## src/rtl/vig_pkg.sv

```systemverilog
// Package: shared types for the raster-timed interrupt generator.
// Assumes: nothing beyond IEEE 1800-2017.
package vig_pkg;

    // NMI sequencer state
    typedef enum logic [1:0] {
        NMI_OFF   = 2'd0,
        NMI_ARMED = 2'd1,
        NMI_RUN   = 2'd2
    } nmi_state_t;

    // Decoded single-cycle I/O commands
    typedef struct packed {
        logic int_ack;   // status read, acknowledges the maskable request
        logic int_wr;    // maskable enable register write
        logic int_val;   // value written to the maskable enable
        logic nmi_on;    // NMI arm
        logic nmi_off;   // NMI stop
    } io_cmd_t;

endpackage

```

## src/rtl/vig_io_decode.sv

```systemverilog
// Module: vig_io_decode
// Turns I/O strobes and addresses into single-cycle commands and
// drives the status read data. The read data is combinational.
// Assumes: io_rd and io_wr are one-cycle strobes, never both high.
module vig_io_decode
    import vig_pkg::*;
#(
    parameter int ADDR_W      = 8,
    parameter int DATA_W      = 8,
    parameter int ST_PORT     = 8'h4E,
    parameter int INT_PORT    = 8'h4F,
    parameter int NMI_ON_PORT = 8'h4C,
    parameter int NMI_OFF_PORT= 8'h4D
) (
    input  logic              io_rd,
    input  logic              io_wr,
    input  logic [ADDR_W-1:0] io_addr,
    input  logic [DATA_W-1:0] io_wdata,
    input  logic              bottom,
    output io_cmd_t           cmd,
    output logic [DATA_W-1:0] rdata
);

    localparam logic [ADDR_W-1:0] A_ST  = ADDR_W'(ST_PORT);
    localparam logic [ADDR_W-1:0] A_INT = ADDR_W'(INT_PORT);
    localparam logic [ADDR_W-1:0] A_ON  = ADDR_W'(NMI_ON_PORT);
    localparam logic [ADDR_W-1:0] A_OFF = ADDR_W'(NMI_OFF_PORT);

    // Address match per command
    always_comb begin
        cmd.int_ack = io_rd && (io_addr == A_ST);
        cmd.int_wr  = io_wr && (io_addr == A_INT);
        cmd.int_val = |io_wdata;
        cmd.nmi_on  = io_wr && (io_addr == A_ON);
        cmd.nmi_off = io_wr && (io_addr == A_OFF);
    end

    // Status byte: bottom-of-frame flag in bit 0, zero otherwise
    always_comb begin
        rdata = '0;
        if (cmd.int_ack) begin
            rdata[0] = bottom;
        end
    end

endmodule

```

## src/rtl/vig_line_tracker.sv

```systemverilog
// Module: vig_line_tracker
// Counts line strobes since the last frame strobe. It flags the
// mid-screen and end-of-display lines and reports the bottom-of-frame state.
// Assumes: strobes last one clock; the count saturates if frames stop.
module vig_line_tracker #(
    parameter int LINE_W   = 9,
    parameter int MID_LINE = 128,
    parameter int END_LINE = 256
) (
    input  logic clk,
    input  logic rst_n,
    input  logic line_stb,
    input  logic frame_stb,
    output logic mid_ev,
    output logic end_ev,
    output logic bottom
);

    localparam logic [LINE_W-1:0] CNT_MAX = {LINE_W{1'b1}};
    localparam logic [LINE_W-1:0] MID_M1  = LINE_W'(MID_LINE - 1);
    localparam logic [LINE_W-1:0] END_M1  = LINE_W'(END_LINE - 1);
    localparam logic [LINE_W-1:0] END_V   = LINE_W'(END_LINE);

    logic [LINE_W-1:0] line_cnt;
    logic              count_step;

    assign count_step = line_stb && !frame_stb;

    // Line counter: frame strobe wins, saturates at full scale
    always_ff @(posedge clk) begin
        if (!rst_n) begin
            line_cnt <= '0;
        end else if (frame_stb) begin
            line_cnt <= '0;
        end else if (line_stb && (line_cnt != CNT_MAX)) begin
            line_cnt <= line_cnt + 1'b1;
        end
    end

    // Events fire on the strobe that reaches each target line
    assign mid_ev = count_step && (line_cnt == MID_M1);
    assign end_ev = count_step && (line_cnt == END_M1);
    assign bottom = (line_cnt >= END_V);

    p_frame_zero_r10: assert property (@(posedge clk) disable iff (!rst_n)
        frame_stb |=> (line_cnt == '0));

    p_line_step_r1: assert property (@(posedge clk) disable iff (!rst_n)
        (count_step && (line_cnt != CNT_MAX)) |=> (line_cnt == $past(line_cnt) + 1'b1));

    p_hold_idle_r1: assert property (@(posedge clk) disable iff (!rst_n)
        (!line_stb && !frame_stb) |=> $stable(line_cnt));

endmodule

```

## src/rtl/vig_int_ctrl.sv

```systemverilog
// Module: vig_int_ctrl
// Holds the maskable interrupt enable and the pending request. A new
// event takes priority over an acknowledge in the same cycle.
// Assumes: the event and command inputs are single-cycle pulses.
module vig_int_ctrl (
    input  logic clk,
    input  logic rst_n,
    input  logic set_ev,
    input  logic ack,
    input  logic en_wr,
    input  logic en_val,
    output logic pending
);

    logic int_en;
    logic dis_now;

    assign dis_now = en_wr && !en_val;

    // Enable register, written by the enable port
    always_ff @(posedge clk) begin
        if (!rst_n) begin
            int_en <= 1'b0;
        end else if (en_wr) begin
            int_en <= en_val;
        end
    end

    // Pending request: disable clears, event sets, acknowledge clears
    always_ff @(posedge clk) begin
        if (!rst_n) begin
            pending <= 1'b0;
        end else if (dis_now) begin
            pending <= 1'b0;
        end else if (set_ev && int_en) begin
            pending <= 1'b1;
        end else if (ack) begin
            pending <= 1'b0;
        end
    end

    p_raise_r1: assert property (@(posedge clk) disable iff (!rst_n)
        (set_ev && int_en && !dis_now) |=> pending);

    p_hold_r2: assert property (@(posedge clk) disable iff (!rst_n)
        (pending && !ack && !en_wr) |=> pending);

    p_ack_clear_r2: assert property (@(posedge clk) disable iff (!rst_n)
        (ack && !set_ev) |=> !pending);

    p_off_quiet_r4: assert property (@(posedge clk) disable iff (!rst_n)
        !int_en |-> !pending);

endmodule

```

## src/rtl/vig_nmi_seq.sv

```systemverilog
// Module: vig_nmi_seq
// Non-uniform NMI interval sequencer. It is armed by command, starts
// at the next frame strobe and walks a repeating table of interval lengths.
// Each expiry emits a fixed-length pulse.
// Assumes: line strobes are spaced further apart than the pulse length.
module vig_nmi_seq
    import vig_pkg::*;
#(
    parameter int SHORT_LINES = 32,
    parameter int LONG_LINES  = 37,
    parameter int SEQ_LEN     = 8,
    parameter int LONG_START  = 6,
    parameter int PULSE_CLKS  = 4
) (
    input  logic clk,
    input  logic rst_n,
    input  logic line_stb,
    input  logic frame_stb,
    input  logic arm,
    input  logic stop,
    output logic active
);

    localparam int CNT_W = $clog2(LONG_LINES + 1);
    localparam int IDX_W = (SEQ_LEN > 1) ? $clog2(SEQ_LEN) : 1;
    localparam int PW    = $clog2(PULSE_CLKS + 1);
    localparam logic [CNT_W-1:0] SHORT_LAST = CNT_W'(SHORT_LINES - 1);
    localparam logic [CNT_W-1:0] LONG_LAST  = CNT_W'(LONG_LINES - 1);
    localparam logic [IDX_W-1:0] IDX_LAST   = IDX_W'(SEQ_LEN - 1);
    localparam logic [IDX_W-1:0] IDX_LONG   = IDX_W'(LONG_START);
    localparam logic [PW-1:0]    PULSE_V    = PW'(PULSE_CLKS);

    nmi_state_t        state;
    logic [CNT_W-1:0]  ivl_cnt;
    logic [IDX_W-1:0]  idx;
    logic [PW-1:0]     pulse_cnt;
    logic [CNT_W-1:0]  ivl_last;
    logic              fire;
    logic [IDX_W-1:0]  idx_next;

    // Length of the current interval, taken from its table position
    assign ivl_last = (idx >= IDX_LONG) ? LONG_LAST : SHORT_LAST;
    assign fire     = (state == NMI_RUN) && line_stb && !stop && (ivl_cnt == ivl_last);
    assign idx_next = (idx == IDX_LAST) ? '0 : idx + 1'b1;

    // Sequencer state, interval counter and table position
    always_ff @(posedge clk) begin
        if (!rst_n) begin
            state   <= NMI_OFF;
            ivl_cnt <= '0;
            idx     <= '0;
        end else if (stop) begin
            state   <= NMI_OFF;
            ivl_cnt <= '0;
            idx     <= '0;
        end else begin
            case (state)
                NMI_OFF: begin
                    if (arm) begin
                        state <= NMI_ARMED;
                    end
                end
                NMI_ARMED: begin
                    if (frame_stb) begin
                        state   <= NMI_RUN;
                        ivl_cnt <= '0;
                        idx     <= '0;
                    end
                end
                NMI_RUN: begin
                    if (fire) begin
                        ivl_cnt <= '0;
                        idx     <= idx_next;
                    end else if (line_stb) begin
                        ivl_cnt <= ivl_cnt + 1'b1;
                    end
                end
                default: state <= NMI_OFF;
            endcase
        end
    end

    // Pulse stretcher: loads on each event, cut short by stop
    always_ff @(posedge clk) begin
        if (!rst_n || stop) begin
            pulse_cnt <= '0;
        end else if (fire) begin
            pulse_cnt <= PULSE_V;
        end else if (pulse_cnt != '0) begin
            pulse_cnt <= pulse_cnt - 1'b1;
        end
    end

    assign active = (pulse_cnt != '0);

    p_seq_adv_r6: assert property (@(posedge clk) disable iff (!rst_n)
        fire |=> ((ivl_cnt == '0) &&
                  (idx == (($past(idx) == IDX_LAST) ? '0 : $past(idx) + 1'b1))));

    p_pulse_hold_r7: assert property (@(posedge clk) disable iff (!rst_n)
        (active && !stop && (pulse_cnt > 1) && !fire) |=> active);

    p_stop_r8: assert property (@(posedge clk) disable iff (!rst_n)
        stop |=> (!active && (state == NMI_OFF)));

    p_armed_silent_r5: assert property (@(posedge clk) disable iff (!rst_n)
        (state == NMI_ARMED) |-> !active);

endmodule

```

## src/rtl/vig_irq_gen.sv

```systemverilog
// Module: vig_irq_gen (top)
// Raster-timed interrupt generator. A maskable request is raised at the
// mid-screen and end-of-display lines and is acknowledged by a status
// read. A separate NMI pulse train runs on a non-uniform line cadence.
// Assumes: synchronous active-low reset; one-cycle strobes on all inputs.
module vig_irq_gen
    import vig_pkg::*;
#(
    parameter int ADDR_W       = 8,
    parameter int DATA_W       = 8,
    parameter int LINE_W       = 9,
    parameter int MID_LINE     = 128,
    parameter int END_LINE     = 256,
    parameter int SHORT_LINES  = 32,
    parameter int LONG_LINES   = 37,
    parameter int SEQ_LEN      = 8,
    parameter int LONG_START   = 6,
    parameter int PULSE_CLKS   = 4,
    parameter int ST_PORT      = 8'h4E,
    parameter int INT_PORT     = 8'h4F,
    parameter int NMI_ON_PORT  = 8'h4C,
    parameter int NMI_OFF_PORT = 8'h4D
) (
    input  logic              clk,
    input  logic              rst_n,
    input  logic              line_stb,
    input  logic              frame_stb,
    input  logic              io_rd,
    input  logic              io_wr,
    input  logic [ADDR_W-1:0] io_addr,
    input  logic [DATA_W-1:0] io_wdata,
    output logic [DATA_W-1:0] io_rdata,
    output logic              int_n,
    output logic              nmi_n
);

    io_cmd_t cmd;
    logic    mid_ev;
    logic    end_ev;
    logic    bottom;
    logic    int_pend;
    logic    nmi_act;

    vig_io_decode #(
        .ADDR_W      (ADDR_W),
        .DATA_W      (DATA_W),
        .ST_PORT     (ST_PORT),
        .INT_PORT    (INT_PORT),
        .NMI_ON_PORT (NMI_ON_PORT),
        .NMI_OFF_PORT(NMI_OFF_PORT)
    ) u_dec (
        .io_rd   (io_rd),
        .io_wr   (io_wr),
        .io_addr (io_addr),
        .io_wdata(io_wdata),
        .bottom  (bottom),
        .cmd     (cmd),
        .rdata   (io_rdata)
    );

    vig_line_tracker #(
        .LINE_W  (LINE_W),
        .MID_LINE(MID_LINE),
        .END_LINE(END_LINE)
    ) u_lines (
        .clk      (clk),
        .rst_n    (rst_n),
        .line_stb (line_stb),
        .frame_stb(frame_stb),
        .mid_ev   (mid_ev),
        .end_ev   (end_ev),
        .bottom   (bottom)
    );

    vig_int_ctrl u_int (
        .clk    (clk),
        .rst_n  (rst_n),
        .set_ev (mid_ev || end_ev),
        .ack    (cmd.int_ack),
        .en_wr  (cmd.int_wr),
        .en_val (cmd.int_val),
        .pending(int_pend)
    );

    vig_nmi_seq #(
        .SHORT_LINES(SHORT_LINES),
        .LONG_LINES (LONG_LINES),
        .SEQ_LEN    (SEQ_LEN),
        .LONG_START (LONG_START),
        .PULSE_CLKS (PULSE_CLKS)
    ) u_nmi (
        .clk      (clk),
        .rst_n    (rst_n),
        .line_stb (line_stb),
        .frame_stb(frame_stb),
        .arm      (cmd.nmi_on),
        .stop     (cmd.nmi_off),
        .active   (nmi_act)
    );

    // Active-low outputs straight from registered state
    assign int_n = !int_pend;
    assign nmi_n = !nmi_act;

    p_rdata_idle_r3: assert property (@(posedge clk) disable iff (!rst_n)
        !io_rd |-> (io_rdata == '0));

    p_ack_release_r2: assert property (@(posedge clk) disable iff (!rst_n)
        (cmd.int_ack && !mid_ev && !end_ev) |=> int_n);

endmodule

```

## config.mk

```make
export PLATFORM = sky130hd
export DESIGN_NAME = vig_irq_gen
export DESIGN_NICKNAME = d
export VERILOG_FILES = /design/src/rtl/vig_pkg.sv /design/src/rtl/vig_io_decode.sv /design/src/rtl/vig_line_tracker.sv /design/src/rtl/vig_int_ctrl.sv /design/src/rtl/vig_nmi_seq.sv /design/src/rtl/vig_irq_gen.sv
export SDC_FILE = /design/constraint.sdc
export NUM_CORES = 1
export LEC_CHECK = 0
export ABC_AREA = 1
export BUFFER_PORTS_ARGS = -buffer_cell sky130_fd_sc_hd__clkbuf_2
export CORE_ASPECT_RATIO = 0.5
export CORE_MARGIN = 4
export CORE_UTILIZATION = 25
export DETAILED_ROUTE_END_ITERATION = 16
export SLEW_MARGIN = 25
export SYNTH_ARGS = -nofsm -noshare
export SYNTH_HDL_FRONTEND = slang
export SYNTH_SLANG_ARGS = --single-unit
export TNS_END_PERCENT = 100
```

## constraint.sdc

```tcl
create_clock -name clk -period 2.9 [get_ports clk]
set_input_delay 0.145 -clock clk [delete_from_list [all_inputs] [get_ports clk]]
set_output_delay 0.145 -clock clk [all_outputs]
set_load 0.01 [all_outputs]
```

### Word-level counts from Yosys, hierarchy flattened

Index checks and enable logic that the tools add are counted.

* bits in registers: 25
* word-level logic and storage cells: 82
* output and inout bits: 10

* equal/unequal tests: 15
* reduce and logical (&&, ||, !) cells: 34
* $add $sub $neg: 4
* multiplexer cells: 17
* bitwise gates (word level): 2
* $lt $le $gt $ge: 2

Operators by type and width (number)
* $eq 8x7->1 const B: 4
* $mux 6: 4
* $mux 3: 5
* $logic_and 1x1->1: 13
* $pmux 6 s2: 1
* $add 9x1->9 const B: 1
* $eq 9x7->1 const B: 1
* $eq 9x8->1 const B: 1
* $ge 9x9->1 const B: 1
* $ne 9x9->1 const B: 1
* $reduce_and 3->1: 3
* $reduce_or 2->1: 4
* $reduce_or 8->1: 1
* $add 6x1->6 const B: 1
* $eq 6x6->1: 1
* $logic_not 1->1: 6
* $pmux 2 s3: 1
* $pmux 3 s2: 1
* $reduce_bool 2->1: 3
* $mux 2: 2
* $ne 2x1->1 const B: 2
* $add 3x1->3 const B: 1
* $eq 3x3->1 const B: 1
* $ge 3x3->1 const B: 1
* 10 further kinds: 14

### Logic depth before layout (Yosys ltp)

* word-level depth: 7
* depth in mapped cells: 11
* depth with buffers taken out: 11

### Modules after synthesis

Synthesis repeated with hierarchy kept, for this count alone.

* cell total of the unflattened synthesis: 238
* area total of the unflattened synthesis: 1616.6 sq um

Modules (own cells, without submodules)
* vig_nmi_seq: cells each 107, times used 1, sequential area each 280.3 sq um, area an instance 815.8 sq um
* vig_line_tracker: cells each 77, times used 1, sequential area each 180.2 sq um, area an instance 529.3 sq um
* vig_io_decode: cells each 36, times used 1, sequential area each 0.0 sq um, area an instance 171.4 sq um
* vig_int_ctrl: cells each 13, times used 1, sequential area each 40.0 sq um, area an instance 81.3 sq um
* vig_irq_gen: cells each 5, times used 1, sequential area each 0.0 sq um, area an instance 18.8 sq um

### Least setup slack after synthesis

No wires, ideal clock.

* path type: register -> register
* from: register u_lines.line_cnt[0]
* to: register u_lines.line_cnt[5]
* arrival time: 1.509 ns
* setup slack: 1.275 ns
* required time: 2.784 ns
* path buffers: 0
* stages on the path, launching flop included: 11
* cells stage by stage: dfxtp_1 -> ha_1 -> nand2_1 -> nor3_1 -> ha_1 -> nor2_4 -> nand2_4 -> nor3b_2 -> nand3_1 -> nand2_1 -> a21oi_1

* longest elaborated chain between the ends: 2
* elaborated cells between the ends (all ways): 3
* those cells by class: add/sub: 1; eq/ne: 1; reduce/logical: 1

Ends and longest elaborated chain
* from (decl): line vig_line_tracker.sv:24 `logic [LINE_W-1:0] line_cnt;`
* from (signal assigned): line vig_line_tracker.sv:36 `line_cnt <= line_cnt + 1'b1;`
* parallel branches: the longest is 2 deep, another holds $add 9x1->9

Parallel ways; which one is timed is not known.
A chain may end at the register's enable or synchronous reset.

### Worst setup path in the final report

Ends and elaborated chain as after synthesis.

==> results.toml <==
[place]
io_buffers = 24
hpwlAfterDp_um = 2520
gp_congestion = 0.829

[job]
maxCapViolCount = 0

[timing]
min_period_over_period_pct = 61.0
finalSetupViolCount = 0
setup_tns_ps = 0
hold_viol = 0
fin_skew_ps = 5.84
drv_slew = 0
rsz0062_at_grt = "false"
hold_slack_ps = 144
max_freq_mhz = 565
layout_min_cycle_time_ps = 1770

[cts]
cts_tree = "yes"
cts_sinks = 25
cts_buffers = 3
htree_levels = 1
cts_setup_buffers = 0
cts_resized = 0
root_buffer = "clkbuf_16"
clk_latency_ps = 260
cts.reportedPaths.clkPinSlew_ps = 60
cts_hold_buffers = 0
cts_max_path_buffers = 2

[global_route]
grt_remaining_overflow = 0
grt.met3_usage_pct = 1.57
use_met2_pct = 16.2
met1_usage_pct = 9.56
grt_antenna_before_repair = 0
track_usage_pct = 8.46
grt_pass1_wl_um = 5590
grt_most_used_layer = "met2"
grt_pass1_vias = 1350
grt_max_degree = 14

[synthesis]
netlist_instances = 233
synth_top_cell_area_share_pct = 31.1
yosys.area.top_type = "dfxtp_1"
synth_cell_types = 26
synth_area_leaders = "dfxtp_1, nand2_1, nor2_1, ha_1, inv_1"
synth_area_sq_um = 1610
synth_warnings = 0
avgSynthCellArea_sq_um = 6.90
ys_ff_latch = 25
synth_seq_area_share_pct = 31.1

[floorplan]
num_rows = 20
coreArea_sq_um = 6160
dieArea_sq_um = 7860
dieHeight_um = 64.7
ios = 32
dieWidth_um = 121
initial_utilization_pct = 26.1

[min_path]
worstHoldPathType = "primary input to register"

[worst_setup_path]
crit_slowest_cell = "dfxtp_1"
crit_path_start_kind = "register"
worstPathMaxFanout = 8
path_buf_inv = 0
cp_top_family = "simple AND/OR/NAND/NOR gates"
path_class = "register to register"
critPathMaxStageDelay_ps = 340
arrival_ps = 1920
worstPathRequired_ps = 3050
crit_chain = "ha_1 -> nand2_1 -> nor3_1 -> ha_1 -> nor2_4 -> nand2_4 -> nor3b_2 -> nand3_1 -> nand2_1 -> a21oi_1"
cp-end-kind = "register"

[drt]
avgViaCountPerCell = 4.22
wirelength_um = 3140
vias = 1469
dr.first_iter.drc_count = 39
detail_route.wl_per_cell_um = 9.02
drtPass1Iterations = 4
drtAntennaViolNets = 0
drc = 0

[pwr]
powerDensity_nw_per_um2 = 445
power.leakage_nw = 0.840
max-vdd-ir-drop_uv = 242

[outcome]
status = "completed"

[cells_and_area]
diodes = 0
area_growth_pct = 17.4
final_layout_size_suffix_gt1_share_pct = 19.6
layout.nets = 292
## through the flow
| step | utilization, % | instances | worst slack (ps) | power, W | instance area [sq um] |
|---|---|---|---|---|---|
| 3_3_place_gp | 29.4 | 344 | 1190 | 0.000531 | 1810 |
| 3_5_place_dp | 29.4 | 344 | 1120 | 0.000537 | 1810 |
| 6_report | 30.7 | 348 | 1130 | 0.000839 | 1890 |
| 4_1_cts | 30.7 | 348 | 1110 | 0.000848 | 1890 |
| 5_1_grt | 30.7 | 348 | 960 | 0.000885 | 1890 |
| 2_1_floorplan | - | 239 | 1270 | 0.000497 | 1630 |
## Yosys cell counts
library cell / count
xor2_1: 6
o21ai_0: 7
nand3_1: 17
a41oi_1: 1
inv_2: 3
o21ai_2: 1
buf_4: 7
a21oi_2: 1
nor2_4: 3
a21oi_1: 14
nor3_2: 4
nand2_2: 2
nor2_1: 34
nor3b_2: 1
conb_1: 1
or2_2: 1
ha_1: 9
nand2_4: 4
nor4_1: 2
nand3b_1: 2
nor2_2: 4
inv_1: 29
dfxtp_1: 25
nor3_1: 4
nand4_1: 3
nand2_1: 48
## layout make-up
type / instances / area (sq um)
sequential: 25 / 500
inverter: 32 / 120
fill: 688 / 4270
multi-input combinational: 175 / 957
timing repair buffer: 24 / 120
tap: 88 / 110
clock buffer: 4 / 78.8
## worst min-delay path: cells and delay by family
family / cells / cell delay (ps)
AO/OA/AOI/OAI: 1 / 40
buffers and inverters: 1 / 90
AND/OR/NAND/NOR: 1 / 80
## cell families (layout without fill, tap and decap cells)
| kind of cell | count (synthesis) | after routing | synth area share, % |
|---|---|---|---|
| flip-flops | 25 | 25 | 31.1 |
| AO/OA/AOI/OAI | 24 | 24 | 8.17 |
| AND/OR/NAND/NOR | 129 | 129 | 39.5 |
| other | 1 | 7 | 0.233 |
| buffers and inverters | 39 | 60 | 10.7 |
| adder cells (fa/ha/maj) | 9 | 9 | 7.00 |
| XOR/XNOR | 6 | 6 | 3.27 |
## final timing paths
kind | startpoint | slack (ps) | to | cells past startpoint
worst max-delay path | u_lines.line_cnt[0] | 1130 | u_lines.line_cnt[5] | 10
worst min-delay path | rst_n | 140 | u_int.pending | 3
worst max register to register | u_lines.line_cnt[0] | 1130 | u_lines.line_cnt[5] | 10
worst min register to register | u_int.pending | 460 | u_int.pending | 2
## state kept, by name, indices dropped and copies added, names as in the netlist
name / count
u_int.int_en: 1
u_lines.line_cnt: 9
u_nmi.state: 2
u_nmi.idx: 3
u_nmi.pulse_cnt: 3
u_int.pending: 1
u_nmi.ivl_cnt: 6
## per-layer routing
metal,share of wire (%),routed length [um]
met5,0,0
met4,0.89,28
met3,3.0,94
met2,50,1570
met1,46,1440
## power by group
group,internal (W),leakage [nW],switching (W)
registers,0.000363,0.202,0.0000123
logic,0.0000651,0.600,0.0000874
clock network,0.000188,0.0382,0.000123
## cell usage in the layout, fill, tap and decap left out, types with 3 or more instances in the layout
cell type  synthesis  routed
inv_2              3       3
ha_1               9       9
xor2_1             6       6
dfxtp_1           25      25
nand4_1            3       3
conb_1             1       7
nor2_2             4       4
nor2_4             3       3
nand3_1           17      17
nor3_2             4       4
nand2_4            4       4
o21ai_0            7       7
nor2_1            34      34
clkbuf_2           0      24
clkbuf_16          0       3
a21oi_1           14      14
nand2_1           48      48
nor3_1             4       4
inv_1             29      29
Note: power is estimated with default switching activity, not from simulation.
